[config.mk]
export PLATFORM = sky130hd
export DESIGN_NAME = sar_quiet_ctrl
export DESIGN_NICKNAME = d
export VERILOG_FILES = /design/src/rtl/sar_quiet_pkg.sv /design/src/rtl/sar_act_filter.sv /design/src/rtl/sar_phase_timer.sv /design/src/rtl/sar_bit_reg.sv /design/src/rtl/sar_quiet_ctrl.sv
export SDC_FILE = /design/constraint.sdc
export NUM_CORES = 1
export LEC_CHECK = 0
export ABC_CLOCK_PERIOD_IN_PS = 4600
export BUFFER_PORTS_ARGS = -buffer_cell sky130_fd_sc_hd__buf_4
export CORE_AREA = 2 2 59 72
export DETAILED_ROUTE_END_ITERATION = 6
export DIE_AREA = 0 0 61 74
export GPL_ROUTABILITY_DRIVEN = 0
export PLACE_DENSITY = 0.88
export SYNTH_ARGS = -nofsm -noshare
export SYNTH_HDL_FRONTEND = slang
export SYNTH_SLANG_ARGS = --single-unit
export TNS_END_PERCENT = 5
[constraint.sdc]
create_clock -name clk -period 4.6 [get_ports clk]
set_input_delay 0.92 -clock clk [delete_from_list [all_inputs] [get_ports clk]]
set_output_delay 0.92 -clock clk [all_outputs]
set_load 0.05 [all_outputs]
[src/rtl/sar_quiet_pkg.sv]
package sar_quiet_pkg;

    typedef enum logic [1:0] {
        ST_IDLE   = 2'd0,
        ST_SAMPLE = 2'd1,
        ST_TRIAL  = 2'd2
    } sar_state_e;

endpackage

[src/rtl/sar_act_filter.sv]
// Width filter for the raw bus-activity line: the output rises once the
// input has been high on FILT_CYC consecutive edges, and falls on the first
// low sample.
module sar_act_filter #(
    parameter int unsigned FILT_CYC = 6
) (
    input  logic clk,
    input  logic rst_n,
    input  logic raw_i,
    output logic act_o
);

    localparam int unsigned CW = $clog2(FILT_CYC + 1);

    typedef struct packed {
        logic [CW-1:0] cnt;
        logic          act;
    } filt_t;

    filt_t filt_d, filt_q;

    always_comb begin
        filt_d = filt_q;
        if (raw_i) begin
            if (filt_q.cnt != CW'(FILT_CYC)) begin
                filt_d.cnt = filt_q.cnt + CW'(1);
            end
            filt_d.act = (filt_d.cnt == CW'(FILT_CYC));
        end else begin
            filt_d.cnt = '0;
            filt_d.act = 1'b0;
        end
    end

    always_ff @(posedge clk) begin
        if (!rst_n) begin
            filt_q <= '0;
        end else begin
            filt_q <= filt_d;
        end
    end

    assign act_o = filt_q.act;

    AST_FILT_DROPS_ON_LOW: assert property (@(posedge clk) disable iff (!rst_n)
        !raw_i |=> !act_o) else $error("filtered activity outlived raw input");

    AST_FILT_RISE_NEEDS_RAW: assert property (@(posedge clk) disable iff (!rst_n)
        $rose(act_o) |-> $past(raw_i)) else $error("filtered activity rose without raw input");

endmodule

[src/rtl/sar_phase_timer.sv]
// Phase counter: cleared on entry to a phase, counts up to lim_i-1 and then
// sits at its terminal value until cleared, so a stalled phase stays due.
module sar_phase_timer #(
    parameter int unsigned MAX_CYC = 8,
    parameter int unsigned CW      = $clog2(MAX_CYC + 1)
) (
    input  logic          clk,
    input  logic          rst_n,
    input  logic          clr_i,
    input  logic [CW-1:0] lim_i,
    output logic          term_o
);

    typedef struct packed {
        logic [CW-1:0] cnt;
    } tmr_t;

    tmr_t tmr_d, tmr_q;

    assign term_o = (tmr_q.cnt == (lim_i - CW'(1)));

    always_comb begin
        tmr_d = tmr_q;
        if (clr_i) begin
            tmr_d.cnt = '0;
        end else if (!term_o) begin
            tmr_d.cnt = tmr_q.cnt + CW'(1);
        end
    end

    always_ff @(posedge clk) begin
        if (!rst_n) begin
            tmr_q <= '0;
        end else begin
            tmr_q <= tmr_d;
        end
    end

    AST_TMR_PARKS_AT_TERM: assert property (@(posedge clk) disable iff (!rst_n)
        (term_o && !clr_i) |=> term_o) else $error("timer left its terminal count");

endmodule

[src/rtl/sar_bit_reg.sv]
// Successive-approximation register: a one-hot pointer marks the bit on
// trial; a decision writes the comparator into it and raises the next one.
module sar_bit_reg #(
    parameter int unsigned W = 12
) (
    input  logic         clk,
    input  logic         rst_n,
    input  logic         clr_i,
    input  logic         load_i,
    input  logic         decide_i,
    input  logic         cmp_i,
    output logic [W-1:0] code_o,
    output logic         last_o
);

    typedef struct packed {
        logic [W-1:0] code;
        logic [W-1:0] ptr;
    } bits_t;

    bits_t        bits_d, bits_q;
    logic [W-1:0] code_nx;
    logic [W-1:0] raise_nx;

    for (genvar i = 0; i < W; i++) begin : g_bit
        if (i == W - 1) begin : g_top
            assign raise_nx[i] = 1'b0;
        end else begin : g_low
            assign raise_nx[i] = bits_q.ptr[i+1];
        end

        always_comb begin
            if (clr_i) begin
                code_nx[i] = 1'b0;
            end else if (load_i) begin
                code_nx[i] = (i == W - 1);
            end else if (decide_i) begin
                if (bits_q.ptr[i]) begin
                    code_nx[i] = cmp_i;
                end else if (raise_nx[i]) begin
                    code_nx[i] = 1'b1;
                end else begin
                    code_nx[i] = bits_q.code[i];
                end
            end else begin
                code_nx[i] = bits_q.code[i];
            end
        end
    end

    always_comb begin
        bits_d      = bits_q;
        bits_d.code = code_nx;
        if (clr_i) begin
            bits_d.ptr = '0;
        end else if (load_i) begin
            bits_d.ptr = {1'b1, {(W-1){1'b0}}};
        end else if (decide_i) begin
            bits_d.ptr = bits_q.ptr >> 1;
        end
    end

    always_ff @(posedge clk) begin
        if (!rst_n) begin
            bits_q <= '0;
        end else begin
            bits_q <= bits_d;
        end
    end

    assign code_o = bits_q.code;
    assign last_o = bits_q.ptr[0];

    AST_PTR_ONEHOT0: assert property (@(posedge clk) disable iff (!rst_n)
        $onehot0(bits_q.ptr)) else $error("trial pointer not one-hot");

    AST_LOAD_SETS_MSB: assert property (@(posedge clk) disable iff (!rst_n)
        (load_i && !clr_i) |=> ($countones(code_o) == 1 && code_o[W-1])) else $error("first trial code wrong");

endmodule

[src/rtl/sar_quiet_ctrl.sv]
module sar_quiet_ctrl
    import sar_quiet_pkg::*;
#(
    parameter int unsigned RES_W      = 12,
    parameter int unsigned SAMPLE_CYC = 8,
    parameter int unsigned SETTLE_CYC = 4,
    parameter int unsigned FILT_CYC   = 6
) (
    input  logic             clk,
    input  logic             rst_n,
    input  logic             start_i,
    input  logic             mode_wr_i,
    input  logic             mode_quiet_i,
    input  logic             bus_act_i,
    input  logic             cmp_i,
    output logic             busy_o,
    output logic             sample_o,
    output logic             done_o,
    output logic [RES_W-1:0] trial_code_o,
    output logic [RES_W-1:0] result_o
);

    localparam int unsigned TMR_MAX = (SAMPLE_CYC > SETTLE_CYC) ? SAMPLE_CYC : SETTLE_CYC;
    localparam int unsigned TMR_W   = $clog2(TMR_MAX + 1);

    typedef struct packed {
        sar_state_e       st;
        logic             quiet_en;
        logic             done;
        logic [RES_W-1:0] result;
    } ctl_t;

    ctl_t             ctl_d, ctl_q;
    logic             act_f;
    logic             stall;
    logic             tmr_clr;
    logic             tmr_term;
    logic [TMR_W-1:0] tmr_lim;
    logic             bits_clr;
    logic             bits_load;
    logic             bits_decide;
    logic             bits_last;
    logic [RES_W-1:0] code;

    sar_act_filter #(
        .FILT_CYC (FILT_CYC)
    ) i_filter (
        .clk   (clk),
        .rst_n (rst_n),
        .raw_i (bus_act_i),
        .act_o (act_f)
    );

    sar_phase_timer #(
        .MAX_CYC (TMR_MAX),
        .CW      (TMR_W)
    ) i_timer (
        .clk    (clk),
        .rst_n  (rst_n),
        .clr_i  (tmr_clr),
        .lim_i  (tmr_lim),
        .term_o (tmr_term)
    );

    sar_bit_reg #(
        .W (RES_W)
    ) i_bits (
        .clk      (clk),
        .rst_n    (rst_n),
        .clr_i    (bits_clr),
        .load_i   (bits_load),
        .decide_i (bits_decide),
        .cmp_i    (cmp_i),
        .code_o   (code),
        .last_o   (bits_last)
    );

    assign stall   = ctl_q.quiet_en & act_f;
    assign tmr_lim = (ctl_q.st == ST_SAMPLE) ? TMR_W'(SAMPLE_CYC) : TMR_W'(SETTLE_CYC);

    always_comb begin
        ctl_d       = ctl_q;
        ctl_d.done  = 1'b0;
        tmr_clr     = 1'b0;
        bits_clr    = 1'b0;
        bits_load   = 1'b0;
        bits_decide = 1'b0;

        if (mode_wr_i) begin
            ctl_d.quiet_en = mode_quiet_i;
        end

        case (ctl_q.st)
            ST_IDLE: begin
                tmr_clr  = 1'b1;
                bits_clr = 1'b1;
                if (start_i) begin
                    ctl_d.st = ST_SAMPLE;
                end
            end
            ST_SAMPLE: begin
                if (tmr_term && !stall) begin
                    ctl_d.st  = ST_TRIAL;
                    tmr_clr   = 1'b1;
                    bits_load = 1'b1;
                end
            end
            ST_TRIAL: begin
                if (tmr_term && !stall) begin
                    tmr_clr = 1'b1;
                    if (bits_last) begin
                        ctl_d.result = {code[RES_W-1:1], cmp_i};
                        ctl_d.done   = 1'b1;
                        ctl_d.st     = ST_IDLE;
                        bits_clr     = 1'b1;
                    end else begin
                        bits_decide = 1'b1;
                    end
                end
            end
            default: begin
                ctl_d.st = ST_IDLE;
            end
        endcase
    end

    always_ff @(posedge clk) begin
        if (!rst_n) begin
            ctl_q <= '{st: ST_IDLE, quiet_en: 1'b0, done: 1'b0, result: '0};
        end else begin
            ctl_q <= ctl_d;
        end
    end

    assign busy_o       = (ctl_q.st != ST_IDLE);
    assign sample_o     = (ctl_q.st == ST_SAMPLE);
    assign done_o       = ctl_q.done;
    assign trial_code_o = code;
    assign result_o     = ctl_q.result;

    AST_DONE_ONE_CYCLE: assert property (@(posedge clk) disable iff (!rst_n)
        done_o |=> !done_o) else $error("done longer than one clock");

    AST_SAMPLE_CODE_ZERO: assert property (@(posedge clk) disable iff (!rst_n)
        sample_o |-> (trial_code_o == '0)) else $error("trial code during sample");

    AST_START_IGNORED_BUSY: assert property (@(posedge clk) disable iff (!rst_n)
        (ctl_q.st == ST_TRIAL && start_i) |=> !sample_o) else $error("start restarted a busy conversion");

    AST_SAMPLE_HELD_ON_ACT: assert property (@(posedge clk) disable iff (!rst_n)
        (sample_o && ctl_q.quiet_en && act_f) |=> sample_o) else $error("sample ended during activity");

    AST_HOLD_DECISION: assert property (@(posedge clk) disable iff (!rst_n)
        (ctl_q.st == ST_TRIAL && ctl_q.quiet_en && act_f) |=> $stable(trial_code_o)) else $error("bit decided during activity");

    AST_FIXED_PACE: assert property (@(posedge clk) disable iff (!rst_n)
        (ctl_q.st == ST_TRIAL && !ctl_q.quiet_en && tmr_term) |=> !$stable(trial_code_o)) else $error("decision delayed while gating off");

endmodule

==> reports/summary.md <==
* **relative max-transition margin** 33.7%
* **library cell with the highest instance count after synthesis** sky130_fd_sc_hd__dfxtp_1
* **antenna violations before repair** 0
* **number of port buffers** 33
* **RSZ-0062 raised after global routing** no
* **kind of start point of the critical path** flop
* **peak-usage layer in the global routing report** met2
* **worst r2r src** ctl_q[15]
* **crit path from** ctl_q[15]
* **total overflow reported by the global router** 0
* **max-slew violations** 0
* **Post-Synthesis Net Count** 232
* **number of distinct library cell variants in the gate-level netlist after synthesis** 36
* **average instance area after synthesis** 10.2 sq um
* **delay of the slowest cell on the worst path** 840 ps
* **type of the worst min-delay path** flop to flop
* **met1 demand-to-capacity share in global routing** 19.8%
* **synth warn** 0
* **shortest clock period the worst path allows after layout** 2320 ps
* **commonest register cell after synthesis** sky130_fd_sc_hd__dfxtp_1
* **fraction of layout instances using a drive strength above 1** 25.9%
* **clock slew at the register clock pins of the worst setup and hold paths** 90 ps
* **Global Route Usage Sum** 17.6%
* **area of the mapped netlist** 0.00220 sq mm
* **Residual DRC** 0
* **number of maximum-capacitance constraint violations** 0
* **TritonCTS clock tree** yes
* **pin count of the biggest net entering global routing** 23
* **cells after synthesis** 217
* **number of nets in the final layout** 242
* **PnR Total Power** 0.825 mW
* **number of inserted diodes** 0
* **transition time at the pin with the least slew margin** 994 ps
* **routed via count** 1490
* **Seq cells post-synth** 48
* **share of synthesized area occupied by flip-flops and latches** 43.6%
* **Crit path arrival time** 2460 ps
* **maximum fanout along the worst path** 22
* **via count of the first global-routing pass** 1381
* **number of design-rule violations left by the first detailed-router iteration** 49
* **Final ANT Viol Nets** 0
* **Max Fclk** 0.431 GHz
* **Pwr per Cell Area** 345 mW/mm^2
* **Post-synth EDFFs** 0
* **Max rail drop VDD** 0.270 mV
* **capture instance of the worst register-to-register path** i_bits.code_o[5]
* **area grow syn2layout** 8.52%
* **cell depth of the worst flop-to-flop path** 6
* **WP depth** 6
* **row count** 25
* **Async S/R FF share, synth** 0%
* **global-route track usage on met2** 30.8%
* **floorplan die width** 61 microns
* **Total Die Area** 0.00451 sq mm
* **kind of capture point of the worst setup path** flop
* **post-DR wirelength/cell** 13.0 microns
* **Critical path buffers and inverters** 1
* **final WL** 3670 microns
* **ranking of synthesized cells by area** sky130_fd_sc_hd__dfxtp_1 44%, sky130_fd_sc_hd__buf_4 8.5%, sky130_fd_sc_hd__mux2i_1 5.9%, sky130_fd_sc_hd__a221oi_2 5.5%, sky130_fd_sc_hd__a22o_1 4.8%
* **fraction of synthesized cell area taken by the top area cell type** 43.6%
* **total iterations of the first detailed-routing run** 4
* **number of cells upsized or downsized after cts** 0
* **per-cell via count in the routed design** 5.28
* **Num Clock Sinks** 48
* **Skew-Pair Late Insertion Delay** 300 ps
* **core region area** 0.00385 sq mm
* **Critical Path End** i_bits.code_o[5]
* **setup total negative slack** 0 ps
* **root buffer cell** sky130_fd_sc_hd__clkbuf_8
* **reg-to-reg slack, setup** 2280 ps
* **worst clock skew** 7.51 ps
* **outcome** finished clean
* **Final Hold Fails** 0
* **height of the die** 74 microns
* **ports placed on the boundary** 34
* **pre-CTS WS** 2270 ps
* **Yosys top cell by area** sky130_fd_sc_hd__dfxtp_1
* **number of levels the H-tree was split into** 2
* **final setup vio count** 0
* **CP max-delay cell** sky130_fd_sc_hd__o21bai_2
* **top cells by instance count after synthesis** 48 x sky130_fd_sc_hd__dfxtp_1, 25 x sky130_fd_sc_hd__buf_4, 21 x sky130_fd_sc_hd__nor2_1, 17 x sky130_fd_sc_hd__inv_1, 13 x sky130_fd_sc_hd__mux2i_1
* **post-CTS setup buffer count** 0
* **kind of cell adding the most delay to the critical path** compound AO/OA/AOI/OAI gates
* **global-route wire length before repair** 5950 microns
* **met3 Usage GRT** 4.70%
* **count of hold buffers inserted by post-cts repair** 0
* **cell chain of the critical path** inv_1, ha_1, xnor2_2, nand3_2, o21bai_2, a221oi_1
* **initial core utilization** 57.3%
* **filler cell count in the final layout** 325
* **critical path type** flop to flop
* **static leakage power** 0.894 nW
* **Setup WS post-layout** 2280 ps
* **Tcrit/Tclk final** 50.5%
* **cts bufs inserted** 5
* **clock buffer depth** 2
* **DP Wirelength** 2700 microns
* **Critical Path RT** 4740 ps
-- metrics by stage --
step                utilization, %  area (sq um)  hold WS [ps]  cells
floorplan                        -          2200           438    217
global placement              59.6          2290           463    274
detailed placement            59.6          2290           466    274
CTS                           62.1          2390           491    282
global route                  62.1          2390           510    282
finish                        62.1          2390           482    282
-- sequential cells by signal (all words and copies together) (netlist names) --
name	count
result_o	12
i_timer.tmr_q	4
done_o	1
ctl_q	3
i_bits.bits_q	11
i_filter.filt_q	3
i_bits.last_o	1
i_filter.act_o	1
i_bits.code_o	12
-- cells by family (layout without fill, tap and decap cells) --
kind of cell	Yosys count	after routing	share of synthesized area, %
xor gates and xnor gates	6	6	2.73
adders and majority gates	8	8	4.54
AOI/OAI and AO/OA	51	51	20.0
DFF	48	48	43.6
muxes	13	13	5.91
buffers and inverters	48	59	13.6
and+or+nand+nor	43	43	9.60
-- per-layer routing --
layer  part of all wire (%)  wire [microns]  vias to the layer above
met1                     43            1600                      710
met2                     52            1900                       27
met4                    1.9              68                        0
met5                      0               0                        -
li1                       -               -                      747
met3                    3.1             112                        6
-- worst min path at each step --
stage | startpoint | end | slack, ps | cells past startpoint
floorplan | i_bits.code_o[0] | i_bits.code_o[0] | 440 | 2
global placement | result_o[6] | result_o[6] | 460 | 1
detailed placement | result_o[6] | result_o[6] | 470 | 1
CTS | result_o[6] | result_o[6] | 490 | 1
global route | result_o[6] | result_o[6] | 510 | 1
finish | i_bits.code_o[0] | i_bits.code_o[0] | 480 | 2
-- worst reg2reg max path, delay by kind of cell (launching register included) --
| family | cells | cell delay [ps] |
|---|---|---|
| buffers and inverters | 1 | 110 |
| AOI/OAI and AO/OA | 2 | 960 |
| xor gates and xnor gates | 1 | 180 |
| and+or+nand+nor | 1 | 200 |
| adders and majority gates | 1 | 380 |
| DFF | 1 | 330 |
-- placed cells by master (no fill, tap or decap), types with 2 or more instances in the layout --
cell type,netlist,final
sky130_fd_sc_hd__nor2_1,21,21
sky130_fd_sc_hd__a22o_1,12,12
sky130_fd_sc_hd__a221oi_2,8,8
sky130_fd_sc_hd__buf_4,25,34
sky130_fd_sc_hd__nor3_1,2,2
sky130_fd_sc_hd__o21ai_1,10,10
sky130_fd_sc_hd__nand3_1,2,2
sky130_fd_sc_hd__a21oi_1,6,6
sky130_fd_sc_hd__clkinvlp_4,0,2
sky130_fd_sc_hd__o21ai_0,4,4
sky130_fd_sc_hd__inv_1,17,17
sky130_fd_sc_hd__nand2b_1,2,2
sky130_fd_sc_hd__and3_1,2,2
sky130_fd_sc_hd__ha_1,8,8
sky130_fd_sc_hd__clkbuf_8,0,6
sky130_fd_sc_hd__xor2_1,4,4
sky130_fd_sc_hd__mux2i_1,13,13
sky130_fd_sc_hd__nand2_1,8,8
sky130_fd_sc_hd__a221oi_1,2,2
sky130_fd_sc_hd__dfxtp_1,48,48
-- report_power, final --
part,switching (mW),total (mW),leakage [nW],internal [mW]
sequential,0.00722,0.430,0.387,0.422
combinational,0.0867,0.133,0.464,0.0466
clock,0.140,0.262,0.0434,0.122
total,0.234,0.825,0.894,0.591
-- final cells by class --
class	instances	area, sq um	share of cell area [%]
timing repair buffer	34	255	10.7
sequential	48	961	40.2
multi-input combinational	121	946	39.6
clock inverter	2	15.0	0.628
clock buffer	6	82.6	3.45
tap	54	67.6	2.83
inverter	17	63.8	2.67
No activity file was read; power rests on OpenSTA's default activity.
